===== config.mk =====
export PLATFORM = sky130hd
export DESIGN_NAME = tag_fault_dispatch
export DESIGN_NICKNAME = d
export VERILOG_FILES = /design/src/rtl/tfd_pkg.sv /design/src/rtl/tfd_mode_decode.sv /design/src/rtl/tfd_status_bank.sv /design/src/rtl/tfd_sync_capture.sv /design/src/rtl/tag_fault_dispatch.sv
export SDC_FILE = /design/constraint.sdc
export NUM_CORES = 1
export LEC_CHECK = 0
export BUFFER_PORTS_ARGS = -buffer_cell sky130_fd_sc_hd__buf_2
export CORE_ASPECT_RATIO = 1.4
export CORE_UTILIZATION = 37
export DETAILED_ROUTE_END_ITERATION = 12
export PLACE_DENSITY_LB_ADDON = 0.3
export SLEW_MARGIN = 40
export SYNTH_ARGS = -nofsm -noshare
export SYNTH_HDL_FRONTEND = slang
export SYNTH_HIERARCHICAL = 1
export SYNTH_SLANG_ARGS = --single-unit

===== constraint.sdc =====
create_clock -name clk -period 0.8 [get_ports clk]
set_clock_uncertainty 0.05 [all_clocks]
set_input_delay 0.16 -clock clk [delete_from_list [all_inputs] [get_ports clk]]
set_output_delay 0.16 -clock clk [all_outputs]
set_load 0.01 [all_outputs]

===== src/rtl/tfd_pkg.sv =====
package tfd_pkg;

   typedef enum logic [1:0] {
      FM_SILENT = 2'd0,
      FM_SYNC   = 2'd1,
      FM_ASYNC  = 2'd2,
      FM_ASYM   = 2'd3
   } fault_mode_e;

   typedef struct packed {
      logic raise_sync;
      logic set_async;
   } fault_action_t;

   function automatic fault_action_t mode_action(fault_mode_e m, logic is_store);
      fault_action_t a;
      a = '0;
      case (m)
         FM_SYNC:  a.raise_sync = 1'b1;
         FM_ASYNC: a.set_async  = 1'b1;
         FM_ASYM: begin
            a.raise_sync = ~is_store;
            a.set_async  = is_store;
         end
         default: a = '0;
      endcase
      return a;
   endfunction

endpackage


===== src/rtl/tfd_mode_decode.sv =====
module tfd_mode_decode
   import tfd_pkg::*;
#(
   parameter int CTRL_W   = 64,
   parameter int USER_LSB = 38,
   parameter int PRIV_LSB = 40
) (
   input  logic              valid,
   input  logic              is_store,
   input  logic              user_regime,
   input  logic [CTRL_W-1:0] ctrl,
   output fault_action_t     action
);

   localparam int FIELD_W = 2;

   generate
      if (USER_LSB + FIELD_W > CTRL_W) begin : g_bad_user
         $error("user mode field lies outside the control word");
      end
      if (PRIV_LSB + FIELD_W > CTRL_W) begin : g_bad_priv
         $error("privileged mode field lies outside the control word");
      end
   endgenerate

   logic [FIELD_W-1:0] user_field;
   logic [FIELD_W-1:0] priv_field;
   fault_mode_e        mode;

   assign user_field = ctrl[USER_LSB +: FIELD_W];
   assign priv_field = ctrl[PRIV_LSB +: FIELD_W];

   always_comb begin
      mode   = fault_mode_e'(user_regime ? user_field : priv_field);
      action = valid ? mode_action(mode, is_store) : '0;
   end

endmodule


===== src/rtl/tfd_status_bank.sv =====
module tfd_status_bank #(
   parameter int NUM_EL = 4,
   parameter int EL_W   = 2,
   parameter int STAT_W = 2
) (
   input  logic                     clk,
   input  logic                     rst_n,
   input  logic                     set_en,
   input  logic [EL_W-1:0]          set_el,
   input  logic [$clog2(STAT_W)-1:0] set_idx,
   input  logic                     clr_en,
   input  logic [EL_W-1:0]          clr_el,
   input  logic [STAT_W-1:0]        clr_mask,
   output logic [NUM_EL*STAT_W-1:0] status
);

   genvar e;
   generate
      for (e = 0; e < NUM_EL; e++) begin : g_el
         logic [STAT_W-1:0] reg_q;
         logic [STAT_W-1:0] set_vec;
         logic [STAT_W-1:0] clr_vec;

         always_comb begin
            set_vec = '0;
            if (set_en && (set_el == EL_W'(e))) set_vec[set_idx] = 1'b1;
            clr_vec = (clr_en && (clr_el == EL_W'(e))) ? clr_mask : '0;
         end

         always_ff @(posedge clk or negedge rst_n) begin
            if (!rst_n) reg_q <= '0;
            else        reg_q <= (reg_q & ~clr_vec) | set_vec;
         end

         assign status[e*STAT_W +: STAT_W] = reg_q;
      end
   endgenerate

endmodule


===== src/rtl/tfd_sync_capture.sv =====
module tfd_sync_capture #(
   parameter int ADDR_W = 64
) (
   input  logic              clk,
   input  logic              rst_n,
   input  logic              fire,
   input  logic [ADDR_W-1:0] addr,
   input  logic              is_store,
   output logic              pulse,
   output logic [ADDR_W-1:0] addr_q,
   output logic              store_q
);

   always_ff @(posedge clk or negedge rst_n) begin
      if (!rst_n) begin
         pulse   <= 1'b0;
         addr_q  <= '0;
         store_q <= 1'b0;
      end else begin
         pulse <= fire;
         if (fire) begin
            addr_q  <= addr;
            store_q <= is_store;
         end
      end
   end

endmodule


===== src/rtl/tag_fault_dispatch.sv =====
module tag_fault_dispatch
   import tfd_pkg::*;
#(
   parameter int ADDR_W    = 64,
   parameter int CTRL_W    = 64,
   parameter int NUM_EL    = 4,
   parameter int USER_LSB  = 38,
   parameter int PRIV_LSB  = 40,
   parameter int RANGE_BIT = 55,
   localparam int EL_W     = $clog2(NUM_EL),
   localparam int STAT_W   = 2
) (
   input  logic                     clk,
   input  logic                     rst_n,
   input  logic                     evt_valid,
   input  logic [ADDR_W-1:0]        evt_addr,
   input  logic                     evt_write,
   input  logic [EL_W-1:0]          evt_el,
   input  logic                     evt_user,
   input  logic                     evt_two_ranges,
   input  logic [CTRL_W-1:0]        evt_ctrl,
   input  logic                     sw_clr_en,
   input  logic [EL_W-1:0]          sw_clr_el,
   input  logic [STAT_W-1:0]        sw_clr_mask,
   output logic                     sync_fault,
   output logic [ADDR_W-1:0]        sync_addr,
   output logic                     sync_write,
   output logic [NUM_EL*STAT_W-1:0] async_status
);

   generate
      if (NUM_EL < 2) begin : g_bad_el
         $error("NUM_EL must be at least 2");
      end
      if (RANGE_BIT >= ADDR_W) begin : g_bad_range
         $error("RANGE_BIT must index into the address");
      end
   endgenerate

   fault_action_t act;
   logic          stat_idx;

   tfd_mode_decode #(
      .CTRL_W  (CTRL_W),
      .USER_LSB(USER_LSB),
      .PRIV_LSB(PRIV_LSB)
   ) u_decode (
      .valid      (evt_valid),
      .is_store   (evt_write),
      .user_regime(evt_user),
      .ctrl       (evt_ctrl),
      .action     (act)
   );

   assign stat_idx = evt_two_ranges & evt_addr[RANGE_BIT];

   tfd_status_bank #(
      .NUM_EL(NUM_EL),
      .EL_W  (EL_W),
      .STAT_W(STAT_W)
   ) u_status (
      .clk     (clk),
      .rst_n   (rst_n),
      .set_en  (act.set_async),
      .set_el  (evt_el),
      .set_idx (stat_idx),
      .clr_en  (sw_clr_en),
      .clr_el  (sw_clr_el),
      .clr_mask(sw_clr_mask),
      .status  (async_status)
   );

   tfd_sync_capture #(
      .ADDR_W(ADDR_W)
   ) u_sync (
      .clk     (clk),
      .rst_n   (rst_n),
      .fire    (act.raise_sync),
      .addr    (evt_addr),
      .is_store(evt_write),
      .pulse   (sync_fault),
      .addr_q  (sync_addr),
      .store_q (sync_write)
   );

endmodule


==> impl_results.md, run 1 <==
- HP Class: in2reg
- Number of flops mapped to enable cells by yosys: 0
- Mapped cell area: 0.00310 mm2
- Fin crit share: 1.66
- VDD IR max: 1500 uV
- Vias in the first global route: 2338
- DP HPWL: 5.17 mm
- Share of synthesized registers carrying an async set or reset: 1.00
- IO buf count: 154
- Dominant synthesized flop cell: dfrtp_1
- Clock root cell: clkbuf_16
- Num rows: 39
- Antenna fix cells: 0
- Status: complete, but fails checks
- TritonCTS clock tree: yes
- Mean area per synthesized cell: 17.8 um2
- H-tree levels: 3
- Tightest Pin Transition: 294 ps
- Relative slew slack: 0.804
- Vias per Instance: 4.58
- Peak fanout along the critical path: 8
- Core area: 0.00815 mm2
- Leak: 2.64 nW
- Largest net degree at the start of global routing: 37
- Total Die Area: 0.00875 mm2
- Pre-CTS setup slack: -934 ps
- Final Hold Viols: 0
- Type of origin of the critical path: primary input
- Most frequent cells in the layout: buf_2, dfrtp_1, mux2_4
- Count of state elements after synthesis: 74
- Sequential Power Share: 0.371
- Final setup violation count: 148
- Initial antenna violation count: 0
- Clock sinks: 74
- Switching power share of the total: 0.256
- DR vias: 2334
- Routed wire per std cell: 15.6 um
- Arrival time of the worst setup path: 1490 ps
- Fmax: 0.751 GHz
- Crit Path Category: in2reg
- Synthesized net count: 315
- P_sw: 0.00342 W
- Total gr overflow: 0
- Crit. End Element: register
- Num CTS Buffers: 9
- Synth unique cells: 19
- Final wirelength: 7.96 mm
- Tot GR Track Use: 0.181
- Synth Instances: 174
- Gpl congestion: 0.745
- Fillers: 616
- Area grow syn2layout: 64.9%
- CP Data Required Time: 960 ps
- Tot Pwr: 0.0134 W
- Internal: 0.00996 W
- # IOs: 215
- First-pass GRT wire length: 11.7 mm
- Clk Latency, worst-skew pair: 330 ps
- Yosys warns: 6
- Clock transition at the registers of the reported paths: 60 ps
- TritonRoute pass-1 iters: 4
- Clock share of power: 0.324
- Violated checks: negative setup slack
- Pwr dens: 2620 mW/mm2
- Clock buffer depth: 2
- ANT nets after route: 0
- Total Nets Final: 544
- RSZ-0062 raised after global routing: true
- # DRC: 0
- Final critical-path setup slack: -532 ps
- CTS Hold Buffers Added: 1
- Share of cells above drive strength 1: 0.767
- Die H: 110 um
- Initial drt markers: 113
- Initial Util: 0.380
- Most common cell after layout, fill and taps aside: buf_2
- Max Cap Viol: 0
- FF-to-FF setup slack: -250 ps
- Combinational share of power: 0.305
- Period minus WS final: 1330 ps
- Die width: 79.4 um
- Register area share after synthesis: 0.597
- Final slew viol count: 0
-- final timing paths --
| check | start | end | cells after the start |
|---|---|---|---|
| worst min-delay path | evt_addr[20] | u_sync/addr_q[20]$_DFFE_PN0P_ | 2 |
| worst max-delay path | evt_user | u_sync/addr_q[43]$_DFFE_PN0P_ | 6 |
| max in group asynchronous | rst_n | u_sync/addr_q[3]$_DFFE_PN0P_ | 3 |
| worst max register to register | u_sync/addr_q[15]$_DFFE_PN0P_ | u_sync/addr_q[15]$_DFFE_PN0P_ | 3 |
| worst min register to register | u_status/g_el[1].reg_q[0]$_DFF_PN0_ | u_status/g_el[1].reg_q[0]$_DFF_PN0_ | 1 |
| min in group asynchronous | rst_n | u_sync/addr_q[40]$_DFFE_PN0P_ | 2 |
-- per-layer routing --
layer | routed length, um | part of all wire | global-route usage | vias up
met5 | 0 | 0 | 0 | -
met4 | 116 | 0.015 | 0.0974 | 0
met3 | 438 | 0.055 | 0.0313 | 10
met2 | 4000 | 0.50 | 0.294 | 103
met1 | 3410 | 0.43 | 0.229 | 1128
li1 | - | - | - | 1093
-- registers in the layout, summed over array words and instances, names as in the netlist --
| signal | cells |
|---|---|
| u_status/g_el.reg_q | 8 |
| u_sync/pulse | 1 |
| u_sync/store_q | 1 |
| u_sync/addr_q | 64 |
-- through the flow --
stage	setup TNS [ps]	area, um2	utilization	instances	hold slack [ps]
after floorplan	-47000	3140	-	174	-186
after global placement	-60550	4090	0.502	435	-68.1
after detailed placement	-62190	4090	0.502	435	-69.5
after CTS	-56120	4870	0.598	489	-10.2
after global routing	-58830	5110	0.627	510	-7.11
final	-53640	5110	0.627	510	5.11
-- cell families after synthesis --
kind of cell    after synthesis  synth area share
simple gates                 15            0.0416
mux                          67             0.305
buf+inv                       8            0.0246
flops                        74             0.597
compound gates               10            0.0315
-- worst max-delay path, stage by stage --
cell and delay [ps]:
buf_8 100, mux2_4 310, a211oi_4 240, buf_6 210
buf_8 160, mux2_4 310
-- Yosys cell counts, types with 2 or more instances --
cell type	count	area share
a22o_1	3	0.0085
nand4b_1	4	0.011
a32o_1	4	0.013
nor2b_4	3	0.013
nand4bb_1	2	0.0073
dfrtp_1	74	0.60
nand4_1	2	0.0040
mux2_4	51	0.25
nand2_1	2	0.0024
mux2_2	15	0.055
buf_6	6	0.022
-- what timing repair did --
item,CTS,global route
endpoints found under the setup margin,148,148
hold endpoints to repair,90,4
gates cloned,2,1
gates resized for setup,29,13
setup buffers,35,20
pin swaps,3,3
-- area by class of cell --
class                      count  area (um2)  area share
timing repair buffer         225        1550       0.303
clock inverter                 6        90.1      0.0176
sequential                    74        1850       0.362
multi-input combinational     92        1250       0.244
inverter                       1        3.75    0.000735
tap                          102         128      0.0250
clock buffer                  10         239      0.0468
-- power groups by stage --
stage               Sequential [W]  Combinational [W]  Clock (W)
floorplan                  0.00534            0.00124          0
global placement           0.00498            0.00285          0
detailed placement         0.00500            0.00290          0
CTS                        0.00493            0.00367    0.00446
global route               0.00504            0.00437    0.00464
finish                     0.00496            0.00408    0.00434
Note: power is estimated with default switching activity, not from simulation.
==> inputs of run 2 (changes only) <==
Settings changed: PLACE_DENSITY from default to 0.76, PLACE_DENSITY_LB_ADDON 0.3 to default.
==> run 2 against run 1 <==
The run still ends with negative setup slack left. Core utilization is 1.2 points lower. Wire length down 5.5%. First-iteration DRC count shrank 52%. Flip-flop and latch count unchanged. Sequential power about the same. Combinational power decreased by 4%. Cell area fell by 2.0%. Clock power shrank 6.9%. Count of clock-buffer cells in the layout unchanged. Sequential share of layout area up 0.73 points. Largest power group unchanged.
==> impl_results.md, run 2 (synthesized netlist as in run 1, its figures left out) <==
- Fin crit share: 1.73 (+0.0605)
- Switching power share of the total: 0.263 (+0.00669)
- Violated checks: negative setup slack
- Final setup violation count: 148 (unchanged)
- Initial antenna violation count: 1 (+1)
- Max Cap Viol: 0 (unchanged)
- Status: complete, but fails checks
- HP Class: in2reg
- Die H: 110 um (unchanged)
- Crit Path Category: in2reg
- Final slew viol count: 0 (unchanged)
- Clock buffer depth: 2 (unchanged)
- Total Die Area: 0.00875 mm2 (unchanged)
- Crit. End Element: register
- Area grow syn2layout: 61.6%
- Tot Pwr: 0.0129 W (-3.5%)
- Die width: 79.4 um (unchanged)
- P_sw: 0.00339 W (-0.98%)
- CTS Hold Buffers Added: 1 (unchanged)
- Most frequent cells in the layout: buf_2, dfrtp_1, mux2_4
- Final wirelength: 7.53 mm (-5.5%)
- Total gr overflow: 0 (unchanged)
- Most common cell after layout, fill and taps aside: buf_2
- Arrival time of the worst setup path: 1540 ps (+50 ps)
- Sequential Power Share: 0.385 (+0.014)
- Area after DPL: 0.00414 mm2 (+1.3%)
- # DRC: 0 (unchanged)
- RSZ-0062 raised after global routing: true
- ANT nets after route: 0 (unchanged)
- TritonRoute pass-1 iters: 4 (unchanged)
- Routed wire per std cell: 14.8 um (-4.9%)
- Tightest Pin Transition: 291 ps (-3.33 ps)
- VDD IR max: 1420 uV (-5.3%)
- Final critical-path setup slack: -580 ps (-48.4 ps)
- Vias per Instance: 4.64 (+1.3%)
- Max reg flops: 64 (unchanged)
- DP HPWL: 5.16 mm (-0.29%)
- Core area: 0.00815 mm2 (unchanged)
- Gpl congestion: 0.759 (+1.9%)
- Num rows: 39 (unchanged)
- Tot GR Track Use: 0.170 (-0.0109)
- Pwr dens: 2580 mW/mm2 (-1.6%)
- Initial Util: 0.380 (unchanged)
- Final instance area: 0.00501 mm2 (-2.0%)
- H-tree levels: 3 (unchanged)
- # IOs: 215 (unchanged)
- Clk Latency, worst-skew pair: 320 ps (about the same)
- IO buf count: 154 (unchanged)
- Top reg by flops: u_sync/addr_q
- Largest net degree at the start of global routing: 40 (+8.1%)
- Vias in the first global route: 2295 (-1.8%)
- Leak: 2.57 nW (-2.7%)
- CP Data Required Time: 960 ps (about the same)
- Clock root cell: clkbuf_16
- Type of origin of the critical path: primary input
- Clock share of power: 0.313 (-0.011)
- Top Registers: u_sync/addr_q (64), u_status/g_el.reg_q (8)
- First-pass GRT wire length: 11.2 mm (-4.7%)
- Initial drt markers: 54 (-52%)
- Clock transition at the registers of the reported paths: 60 ps (about the same)
- Final core occ: 0.615 (-0.0124)
- Period minus WS final: 1380 ps (+48.4 ps)
- Total Nets Final: 540 (-0.74%)
- Internal: 0.00952 W (-4.4%)
- Combinational share of power: 0.303 (-0.002)
- Worst hold margin: 9.72 ps (+4.61 ps)
- TritonCTS clock tree: yes
- Final Hold Viols: 0 (unchanged)
- Fmax: 0.724 GHz (-3.5%)
- Peak fanout along the critical path: 17 (+9)
- Num CTS Buffers: 9 (unchanged)
- Clock sinks: 74 (unchanged)
- Relative slew slack: 0.806 (+0.00222)
- Share of cells above drive strength 1: 0.767 (about the same)
- DR vias: 2351 (+0.73%)
==> run 2: power by group through the flow <==
| stage | combinational (W) | clock, W | sequential (W) |
|---|---|---|---|
| 2_1_floorplan | 0.00124 | 0 | 0.00534 |
| 3_3_place_gp | 0.00286 | 0 | 0.00500 |
| 3_5_place_dp | 0.00294 | 0 | 0.00500 |
| 4_1_cts | 0.00362 | 0.00412 | 0.00493 |
| 5_1_grt | 0.00421 | 0.00425 | 0.00505 |
| 6_report | 0.00391 | 0.00404 | 0.00497 |
==> run 2: area by class of cell <==
| cell class | count | area [um2] |
|---|---|---|
| fill | 620 | 3140 |
| sequential | 74 | 1850 |
| timing repair buffer | 221 | 1480 |
| multi-input combinational | 92 | 1240 |
| clock buffer | 10 | 239 |
| tap | 102 | 128 |
| clock inverter | 6 | 66.3 |
| inverter | 1 | 3.75 |
| antenna | 1 | 2.50 |
==> run 2: metal layers <==
layer  share of wire  vias up  global-route usage  routed length [um]
met5               0        -                   0                   0
met4           0.022        0              0.0740                 165
met3           0.070       16              0.0576                 529
met2            0.49      111               0.276                3690
met1            0.42     1145               0.205                3140
li1                -     1079                   -                   -
==> run 2: timing repair <==
item                                    in CTS  in global routing
cloned                                       1                  0
setup buffers                               36                 13
pin swaps                                    0                  2
endpoints found under the hold margin       80                  1
endpoints found under the setup margin     148                148
gates resized for setup                     20                 13
==> run 2: path summary, 6_finish.rpt <==
path,start,endpoint,slack (ps),cells after the start
min in group asynchronous,rst_n,u_sync/addr_q[24]$_DFFE_PN0P_,280,3
hold reg to reg,u_status/g_el[3].reg_q[0]$_DFF_PN0_,u_status/g_el[3].reg_q[0]$_DFF_PN0_,450,1
max in group asynchronous,rst_n,u_sync/addr_q[38]$_DFFE_PN0P_,200,3
hold / removal,evt_addr[31],u_sync/addr_q[31]$_DFFE_PN0P_,10,2
setup reg to reg,u_sync/addr_q[54]$_DFFE_PN0P_,u_sync/addr_q[54]$_DFFE_PN0P_,-270,3
setup / recovery,evt_user,u_sync/addr_q[19]$_DFFE_PN0P_,-580,7
==> run 2: stage by stage <==
| stage | std cells | TNS [ps] | setup WS [ps] |
|---|---|---|---|
| after floorplan | 174 | -47000 | -707 |
| after global placement | 439 | -63450 | -928 |
| after detailed placement | 439 | -63660 | -941 |
| after CTS | 493 | -55410 | -565 |
| after global routing | 506 | -61380 | -619 |
| final | 507 | -56610 | -580 |
==> run 2: critical path, stage by stage <==
cell and delay (ps):
buf_8 100, mux2_4 310, a211oi_4 210, buf_6 140, buf_12 150, buf_12 150, mux2_4 310
==> inputs of run 3 (changes only) <==
Settings changed: PLACE_DENSITY 0.76 to 0.77.
==> run 3 against run 2 <==
The run still ends with negative setup slack left. Wire length fell by 4.5%. Global-route usage is 0.36 points lower. Core utilization is 1.0 points lower. Flip-flop and latch count unchanged. Largest cell class unchanged. Non-clock buffer count decreased by 7. Cell area is 1.7% lower.
==> impl_results.md, run 3 (synthesized netlist as in run 1, its figures left out) <==
- Total Nets Final: 533 (-1.3%)
- Worst R2R End: u_status/g_el[1].reg_q[0]$_DFF_PN0_
- HP Class: in2reg
- Pwr dens: 2700 mW/mm2 (+4.7%)
- Tot GR Track Use: 0.166 (-0.00363)
- DR vias: 2324 (-1.1%)
- Share of cells above drive strength 1: 0.761 (-0.00662)
- Period minus WS final: 1390 ps (+14.0 ps)
- CP Data Required Time: 950 ps (about the same)
- Area grow syn2layout: 58.9%
- TritonRoute pass-1 iters: 4 (unchanged)
- Clock root cell: clkbuf_16
- Num rows: 39 (unchanged)
- Num CTS Buffers: 9 (unchanged)
- Vias per Instance: 4.66 (+0.44%)
- Final instance area: 0.00492 mm2 (-1.7%)
- Fillers: 620 (unchanged)
- Worst hold margin: 16.1 ps (+6.39 ps)
- Type of origin of the critical path: primary input
- RSZ-0062 raised after global routing: true
- Gpl congestion: 0.765 (+0.74%)
- Tightest Pin Transition: 276 ps (-14.2 ps)
- Max Cap Viol: 0 (unchanged)
- Max incr delay on CP: 310 ps (about the same)
- Reg2reg path depth: 3 (unchanged)
- Largest net degree at the start of global routing: 41 (+2.5%)
- Clock sinks: 74 (unchanged)
- Final wirelength: 7.18 mm (-4.5%)
- VDD IR max: 1420 uV (+0.24%)
- DP HPWL: 4.96 mm (-3.7%)
- Total Die Area: 0.00875 mm2 (unchanged)
- Die H: 110 um (unchanged)
- Clock transition at the registers of the reported paths: 60 ps (about the same)
- Most frequent cells in the layout: buf_2, dfrtp_1, mux2_4
- H-tree levels: 3 (unchanged)
- Final slew viol count: 0 (unchanged)
- Area after DPL: 0.00413 mm2 (-0.42%)
- Worst path depth: 7 (unchanged)
- Final setup violation count: 148 (unchanged)
- Crit Path Category: in2reg
- Initial Util: 0.380 (unchanged)
- Violated checks: negative setup slack
- Clk Latency, worst-skew pair: 320 ps (about the same)
- Relative slew slack: 0.816 (+0.00944)
- CP cell instances: buf_8, mux2_4, a211oi_4, buf_6, buf_12, buf_12, mux2_4
- Peak fanout along the critical path: 8 (-9)
- Fmax: 0.717 GHz (-1.0%)
- Max reg flops: 64 (unchanged)
- Core area: 0.00815 mm2 (unchanged)
- WP buf/inv: 4 (unchanged)
- Max stage delay cell, worst path: mux2_4
- Top reg by flops: u_sync/addr_q
- IO buf count: 154 (unchanged)
- Leak: 2.54 nW (-1.3%)
- # DRC: 0 (unchanged)
- Final core occ: 0.604 (-0.0103)
- Initial antenna violation count: 0 (-1)
- Routed wire per std cell: 14.4 um (-3.0%)
- Status: complete, but fails checks
- Crit path launch: evt_user
- Top Family by Delay on Critical Path: multiplexers
- # IOs: 215 (unchanged)
- Arrival time of the worst setup path: 1540 ps (about the same)
- TritonCTS clock tree: yes
- Vias in the first global route: 2290 (-0.22%)
- ANT nets after route: 0 (unchanged)
- R2R Path Start: u_status/g_el[1].reg_q[0]$_DFF_PN0_
- First-pass GRT wire length: 10.9 mm (-2.7%)
- Final critical-path setup slack: -594 ps (-14.0 ps)
- FF-to-FF setup slack: -160 ps (+110 ps)
- Die width: 79.4 um (unchanged)
- Antenna fix cells: 0 (-1)
- Final Hold Viols: 0 (unchanged)
- Clock buffer depth: 2 (unchanged)
- Total gr overflow: 0 (unchanged)
- Crit path to: u_sync/addr_q[13]$_DFFE_PN0P_
- Top Registers: u_sync/addr_q (64), u_status/g_el.reg_q (8)
- Most common cell after layout, fill and taps aside: buf_2
- Fin crit share: 1.74 (+0.0175)
- Crit. End Element: register
- Initial drt markers: 52 (-3.7%)
run 3: cell types whose count changed in the layout (fill, tap and decap cells not counted), moves of 2 or more:
cell        before  now
bufinv_16        1    3
buf_4           57   50
mux2_4          59   51
mux2_2           7   15
clkinvlp_4       3    0
buf_2          139  142
run 3: worst register-to-register path, stage by stage (launching register included):
cell	delay (ps)
dfrtp_1	370
buf_4	130
buf_4	120
a22o_1	180
run 3: power by group:
part           internal [W]  switching, W
combinational       0.00234       0.00139
sequential          0.00452      0.000424
clock               0.00320       0.00142
run 3: worst min-delay path by stage:
stage                 start                                   to  slack, ps  depth (start not counted)
6_report       evt_addr[57]        u_sync/addr_q[57]$_DFFE_PN0P_         20                          2
5_1_grt         evt_addr[0]         u_sync/addr_q[0]$_DFFE_PN0P_          4                          2
3_3_place_gp          rst_n        u_sync/addr_q[12]$_DFFE_PN0P_         90                          2
4_1_cts        evt_addr[57]        u_sync/addr_q[57]$_DFFE_PN0P_         -1                          2
3_5_place_dp          rst_n        u_sync/addr_q[21]$_DFFE_PN0P_        100                          2
2_1_floorplan         rst_n  u_status/g_el[0].reg_q[0]$_DFF_PN0_       -190                          0
run 3: metal layers:
metal | part of all wire | routed length, um | vias to the layer above | track usage
met2 | 0.50 | 3570 | 118 | 0.273
met4 | 0.019 | 135 | 0 | 0.0987
met3 | 0.078 | 562 | 11 | 0.0461
met1 | 0.41 | 2910 | 1126 | 0.194
met5 | 0 | 0 | - | 0
li1 | - | - | 1069 | -
run 3: area by class of cell:
class,count,area [um2],share of cell area
clock buffers,11,253,0.0513
clock inverters,5,100,0.0203
inverters,1,3.75,0.000762
multi-input cells,92,1200,0.244
flip-flops and latches,74,1850,0.376
well taps,102,128,0.0259
repair buffers,214,1390,0.282
run 3: repair_timing:
item	CTS	global route
endpoints found under the hold margin	77	0
endpoints found under the setup margin	148	148
cloned	1	0
pin swaps	2	0
buffers inserted	34	8
hold buffers	1	0
resized for setup	15	6
run 3: stage by stage:
| step | setup slack, ps | setup TNS [ps] | std cells | total power [W] |
|---|---|---|---|---|
| 2_1_floorplan | -707 | -47000 | 174 | 0.00658 |
| 3_5_place_dp | -964 | -65120 | 440 | 0.00792 |
| 5_1_grt | -624 | -60350 | 499 | 0.0139 |
| 6_report | -594 | -55320 | 499 | 0.0133 |
| 4_1_cts | -597 | -57580 | 492 | 0.0133 |
| 3_3_place_gp | -911 | -61610 | 440 | 0.00784 |
